--- src/rtl/flux_precomp_pkg.sv ---
package flux_precomp_pkg;

    typedef enum logic [1:0] {
        SHIFT_NONE  = 2'd0,
        SHIFT_EARLY = 2'd1,
        SHIFT_LATE  = 2'd2
    } shift_e;

    typedef struct packed {
        logic prev;
        logic cur;
        logic next;
    } cell_win_t;

    typedef struct packed {
        logic   fire;
        shift_e dir;
    } cell_class_t;

    // Decide whether a cell fires and which way its transition moves.
    function automatic cell_class_t classify_cell(input cell_win_t w);
        cell_class_t c;
        c.fire = w.cur;
        if (!w.cur)
            c.dir = SHIFT_NONE;
        else if (w.prev && !w.next)
            c.dir = SHIFT_LATE;
        else if (!w.prev && w.next)
            c.dir = SHIFT_EARLY;
        else
            c.dir = SHIFT_NONE;
        return c;
    endfunction

endpackage

--- src/rtl/flux_precomp_window.sv ---
module flux_precomp_window
    import flux_precomp_pkg::*;
(
    input  logic        clk,
    input  logic        rst,
    input  logic        strobe,
    input  logic        bit_in,
    output cell_class_t cls_next
);

    // hist_q[1] = cell before current, hist_q[0] = current cell.
    logic [1:0] hist_q;
    cell_win_t  win;

    always_ff @(posedge clk) begin
        if (rst)
            hist_q <= '0;
        else if (strobe)
            hist_q <= {hist_q[0], bit_in};
    end

    // Window as it stands once the arriving bit is accepted.
    always_comb begin
        win.prev = hist_q[1];
        win.cur  = hist_q[0];
        win.next = bit_in;
        cls_next = classify_cell(win);
    end

endmodule

--- src/rtl/flux_precomp_zone.sv ---
module flux_precomp_zone #(
    parameter int TRK_W       = 8,
    parameter int STEP_W      = 3,
    parameter int TRACK_LIMIT = 43,
    parameter int MAX_STEP    = 6
) (
    input  logic              clk,
    input  logic              rst,
    input  logic              enable,
    input  logic [TRK_W-1:0]  track,
    input  logic [STEP_W-1:0] step_cfg,
    output logic              zone_active,
    output logic [STEP_W-1:0] eff_step,
    output logic              reduce_current
);

    localparam logic [TRK_W-1:0]  LIMIT_V = TRK_W'(TRACK_LIMIT);
    localparam logic [STEP_W-1:0] CLAMP_V = STEP_W'(MAX_STEP);

    logic inner;

    always_comb begin
        inner       = track > LIMIT_V;
        zone_active = enable && inner;
        if (!zone_active)
            eff_step = '0;
        else if (step_cfg > CLAMP_V)
            eff_step = CLAMP_V;
        else
            eff_step = step_cfg;
    end

    always_ff @(posedge clk) begin
        if (rst)
            reduce_current <= 1'b0;
        else
            reduce_current <= inner;
    end

endmodule

--- src/rtl/flux_precomp_pulse.sv ---
module flux_precomp_pulse
    import flux_precomp_pkg::*;
#(
    parameter int OVS    = 16,
    parameter int PW     = 4,
    parameter int STEP_W = 3
) (
    input  logic              clk,
    input  logic              rst,
    input  logic              strobe,
    input  cell_class_t       cls,
    input  logic [STEP_W-1:0] eff_step,
    output logic              wr_pulse
);

    localparam int PH_W      = $clog2(OVS);
    localparam int NOM_START = (OVS - PW) / 2;

    localparam logic [PH_W:0]   NOM_X  = (PH_W+1)'(NOM_START);
    localparam logic [PH_W:0]   PW_X   = (PH_W+1)'(PW);
    localparam logic [PH_W-1:0] LAST_P = PH_W'(OVS - 1);

    typedef struct packed {
        logic          fire;
        logic [PH_W:0] start;
    } plan_t;

    plan_t           plan_d, plan_q;
    logic [PH_W-1:0] phase_q;
    logic            run_q;
    logic [PH_W:0]   step_x;
    logic [PH_W:0]   phase_x;
    logic            in_win;

    always_comb begin
        step_x      = (PH_W+1)'(eff_step);
        plan_d.fire = cls.fire;
        unique case (cls.dir)
            SHIFT_LATE:  plan_d.start = NOM_X + step_x;
            SHIFT_EARLY: plan_d.start = NOM_X - step_x;
            default:     plan_d.start = NOM_X;
        endcase
    end

    always_comb begin
        phase_x = {1'b0, phase_q};
        in_win  = (phase_x >= plan_q.start) && (phase_x < plan_q.start + PW_X);
    end

    always_ff @(posedge clk) begin
        if (rst) begin
            plan_q   <= '0;
            phase_q  <= '0;
            run_q    <= 1'b0;
            wr_pulse <= 1'b0;
        end else begin
            wr_pulse <= run_q && plan_q.fire && in_win;
            if (strobe) begin
                plan_q  <= plan_d;
                phase_q <= '0;
                run_q   <= 1'b1;
            end else if (run_q) begin
                if (phase_q == LAST_P)
                    run_q <= 1'b0;
                else
                    phase_q <= phase_q + 1'b1;
            end
        end
    end

endmodule

--- src/rtl/flux_precomp.sv ---
module flux_precomp
    import flux_precomp_pkg::*;
#(
    parameter int OVS         = 16,
    parameter int PW          = 4,
    parameter int TRK_W       = 8,
    parameter int STEP_W      = 3,
    parameter int TRACK_LIMIT = 43
) (
    input  logic              clk,
    input  logic              rst,
    input  logic              enable,
    input  logic [TRK_W-1:0]  track,
    input  logic [STEP_W-1:0] step_cfg,
    input  logic              bit_valid,
    input  logic              bit_in,
    output logic              wr_pulse,
    output logic              reduce_current
);

    localparam int MAX_STEP = (OVS - PW) / 2;

    cell_class_t       cls_next;
    logic              zone_active;
    logic [STEP_W-1:0] eff_step;

    flux_precomp_window u_window (
        .clk      (clk),
        .rst      (rst),
        .strobe   (bit_valid),
        .bit_in   (bit_in),
        .cls_next (cls_next)
    );

    flux_precomp_zone #(
        .TRK_W       (TRK_W),
        .STEP_W      (STEP_W),
        .TRACK_LIMIT (TRACK_LIMIT),
        .MAX_STEP    (MAX_STEP)
    ) u_zone (
        .clk            (clk),
        .rst            (rst),
        .enable         (enable),
        .track          (track),
        .step_cfg       (step_cfg),
        .zone_active    (zone_active),
        .eff_step       (eff_step),
        .reduce_current (reduce_current)
    );

    flux_precomp_pulse #(
        .OVS    (OVS),
        .PW     (PW),
        .STEP_W (STEP_W)
    ) u_pulse (
        .clk      (clk),
        .rst      (rst),
        .strobe   (bit_valid),
        .cls      (cls_next),
        .eff_step (eff_step),
        .wr_pulse (wr_pulse)
    );

endmodule

--- config.mk ---
export PLATFORM = sky130hd
export DESIGN_NAME = flux_precomp
export DESIGN_NICKNAME = d
export VERILOG_FILES = /design/src/rtl/flux_precomp_pkg.sv /design/src/rtl/flux_precomp_window.sv /design/src/rtl/flux_precomp_zone.sv /design/src/rtl/flux_precomp_pulse.sv /design/src/rtl/flux_precomp.sv
export SDC_FILE = /design/constraint.sdc
export NUM_CORES = 1
export LEC_CHECK = 0
export ABC_AREA = 1
export BUFFER_PORTS_ARGS = -buffer_cell sky130_fd_sc_hd__buf_2
export CORE_UTILIZATION = 35
export CTS_CLUSTER_DIAMETER = 100
export DETAILED_ROUTE_END_ITERATION = 16
export GPL_TIMING_DRIVEN = 0
export PLACE_DENSITY = 0.58
export SYNTH_ARGS = -nofsm -noshare
export SYNTH_HDL_FRONTEND = slang
export SYNTH_SLANG_ARGS = --single-unit
--- constraint.sdc ---
create_clock -name clk -period 1.8 [get_ports clk]
set_input_delay 0.36 -clock clk [delete_from_list [all_inputs] [get_ports clk]]
set_output_delay 0.36 -clock clk [all_outputs]
set_load 0.02 [all_outputs]
==> impl_metrics.py <==
metrics = {
    "outcome": {
        "outcome": "completed",
    },
    "routing": {
        "via_per_inst": 4.55,
        "drc": 0,
        "drt_pre_antenna_iters": 4,
        "drt_iter0_drc": 10,
        "wl_per_cell_um": 9.69,
        "vias": 782,
        "routed_wl_mm": 1.67,
        "ant_nets": 0,
    },
    "power_and_ir_drop": {
        "clkPwrFrac": 0.281,
        "seqPwrFrac": 0.540,
        "p_comb_frac": 0.179,
        "ir_worst_vdd_mv": 0.262,
        "internal-power_w": 0.000443,
        "swShare": 0.275,
        "power_density_mw_per_mm2": 582,
        "power.switching_w": 0.000168,
        "p_leak_nw": 0.497,
    },
    "grt": {
        "grt_max_degree": 8,
        "antenna_found_initial": 0,
        "grt_pass1_vias": 681,
        "grt_pass1_wl_mm": 2.70,
        "grt_use_total": 0.135,
        "grt.overflow.total": 0,
    },
    "worst_setup_path": {
        "crit_arrival_ps": 1770,
        "crit_type": "flop to flop",
        "worstRegToRegCells": 9,
        "required_ps": 2010,
        "worst_setup_path_end_kind": "flop",
        "r2r_setup_slack_ps": 240,
        "crit_path_start_kind": "flop",
        "crit_fanout": 3,
    },
    "timing": {
        "finalCritPeriodShare": 0.866,
        "finalMaxSlewViolations": 0,
        "worst_slack_ps": 242,
        "tns_ps": 0,
        "grt_setup_unrepaired": "false",
        "setup_viol": 0,
        "final_hold_viol_count": 0,
        "fmax_mhz": 642,
        "layout_min_cycle_time_ps": 1560,
        "skew_ps": 0.648,
        "slew_headroom": 0.759,
        "worst_slew_pin_slew_ps": 360,
    },
    "cts": {
        "clock_latency_ps": 270,
        "clkTransAtPathRegs_ps": 80,
        "htreeDepth": 1,
        "postCtsSetupBuffers": 0,
        "cts_tree": "yes",
        "cts_buffer_depth": 2,
        "cts_buffers": 3,
        "hold_buffers": 0,
        "ctsResizeCount": 0,
        "cts_root_buf": "clkbuf_4",
        "clock-sinks": 14,
    },
    "yosys": {
        "yosysWarnings": 0,
        "synth_area_per_cell_um2": 7.38,
        "synthesis.area_um2": 915,
        "synth_cell_types": 24,
        "ys_ff_latch": 14,
        "syn_nets": 153,
        "yosysSeqAreaShare": 0.306,
        "synth_cells": 124,
    },
    "floorplan": {
        "num_io_pins": 18,
        "coreArea_mm2": 0.00248,
        "num_rows": 18,
        "chipWidth_um": 53.1,
        "fp.dieH_um": 53.1,
        "die-area_mm2": 0.00282,
        "start_util": 0.369,
    },
    "final_layout": {
        "area_growth_pct": 14.8,
        "final_cell_mix": "nand2_1 (19), inv_1 (18), buf_2 (15)",
        "fill_cells": 271,
        "seqCellArea_um2": 280,
        "drive_gt1_frac": 0.246,
        "final_common_cell": "nand2_1",
        "diodes": 0,
        "multiInputGateArea_um2": 544,
        "num-nets-final": 173,
    },
    "job": {
        "drv_cap": 0,
    },
    "worst_hold_path": {
        "hp-class": "input pin to flop",
        "hold_depth": 2,
    },
    "placed_design": {
        "io_buffers": 15,
        "dp_hpwl_mm": 1.37,
        "place_ws_ps": 135,
        "routabilityCongestion": 0.720,
    },
}
synthesized netlist by cell type (all sizes together):
library cell   n  area, µm²
a21oi         11       58.8
a31oi          1       6.26
dfxtp         14        280
ha            13        163
inv           24       90.1
nand2         23       96.3
nand3          6       35.0
nand4          1       6.26
nor2          13       66.3
nor3           4       25.0
nor3b          1       7.51
o21ai          9       45.0
o21bai         1       7.51
o22ai          1       12.5
or2            1       6.26
xor2           1       8.76
power by group through the flow:
stage | combinational, W | clock [W] | sequential [W]
6_report | 0.000109 | 0.000172 | 0.000330
5_1_grt | 0.000125 | 0.000191 | 0.000331
4_1_cts | 0.000111 | 0.000181 | 0.000330
3_5_place_dp | 0.000110 | 0 | 0.000337
3_3_place_gp | 0.000107 | 0 | 0.000337
2_1_floorplan | 0.0000718 | 0 | 0.000338
final cells by class:
class,count,share of cell area
Clock buffer,3,0.0215
Inverter,24,0.0858
Multi-Input combinational cell,86,0.518
Tap cell,30,0.0358
Sequential cell,14,0.267
Timing Repair Buffer,15,0.0715
state kept, by name, indices dropped and copies added, names as in the netlist:
| name | cells |
|---|---|
| u_zone.reduce_current | 1 |
| u_pulse.run_q | 1 |
| u_pulse.plan_q | 5 |
| u_pulse.phase_q | 4 |
| u_pulse.wr_pulse | 1 |
| u_window.hist_q | 2 |
cell families after synthesis:
kind of cell,count (synthesis),synth area share
fa+ha+maj,13,0.178
compound gates,23,0.142
flops,14,0.306
xor+xnor,1,0.00958
buf+inv,24,0.0985
simple gates,49,0.265
through the flow:
stage | total power, W | util | instances | instance area (µm²) | hold WS, ps
final | 0.000611 | 0.424 | 172 | 1050 | 311
after global routing | 0.000647 | 0.424 | 172 | 1050 | 309
after global placement | 0.000444 | 0.415 | 169 | 1030 | 463
after CTS | 0.000622 | 0.424 | 172 | 1050 | 308
after detailed placement | 0.000447 | 0.415 | 169 | 1030 | 467
after floorplan | 0.000410 | - | 124 | 915 | 429
layer usage:
metal / vias to the layer above / GRT usage / routed length [µm]
li1: 436 / - / -
met5: - / 0 / 0
met2: 7 / 0.215 / 772
met1: 339 / 0.167 / 865
met3: 0 / 0.0259 / 27
met4: 0 / 0.0789 / 0
worst max-delay path, cell delays in order (launching register included):
cell and delay [ps]:
dfxtp_1 330, inv_1 70, nor3_1 230, inv_1 70
ha_1 310, nor2_4 140, inv_2 60, nor3_2 100
a21oi_1 70, o22ai_2 130
final timing paths:
path	startpoint	endpoint
max reg2reg	u_window.hist_q[1]	u_pulse.plan_q[3]
min reg2reg	u_pulse.plan_q[0]	u_pulse.plan_q[0]
min	rst	u_zone.reduce_current
max	u_window.hist_q[1]	u_pulse.plan_q[3]
Power figures use the tool's default switching activity.
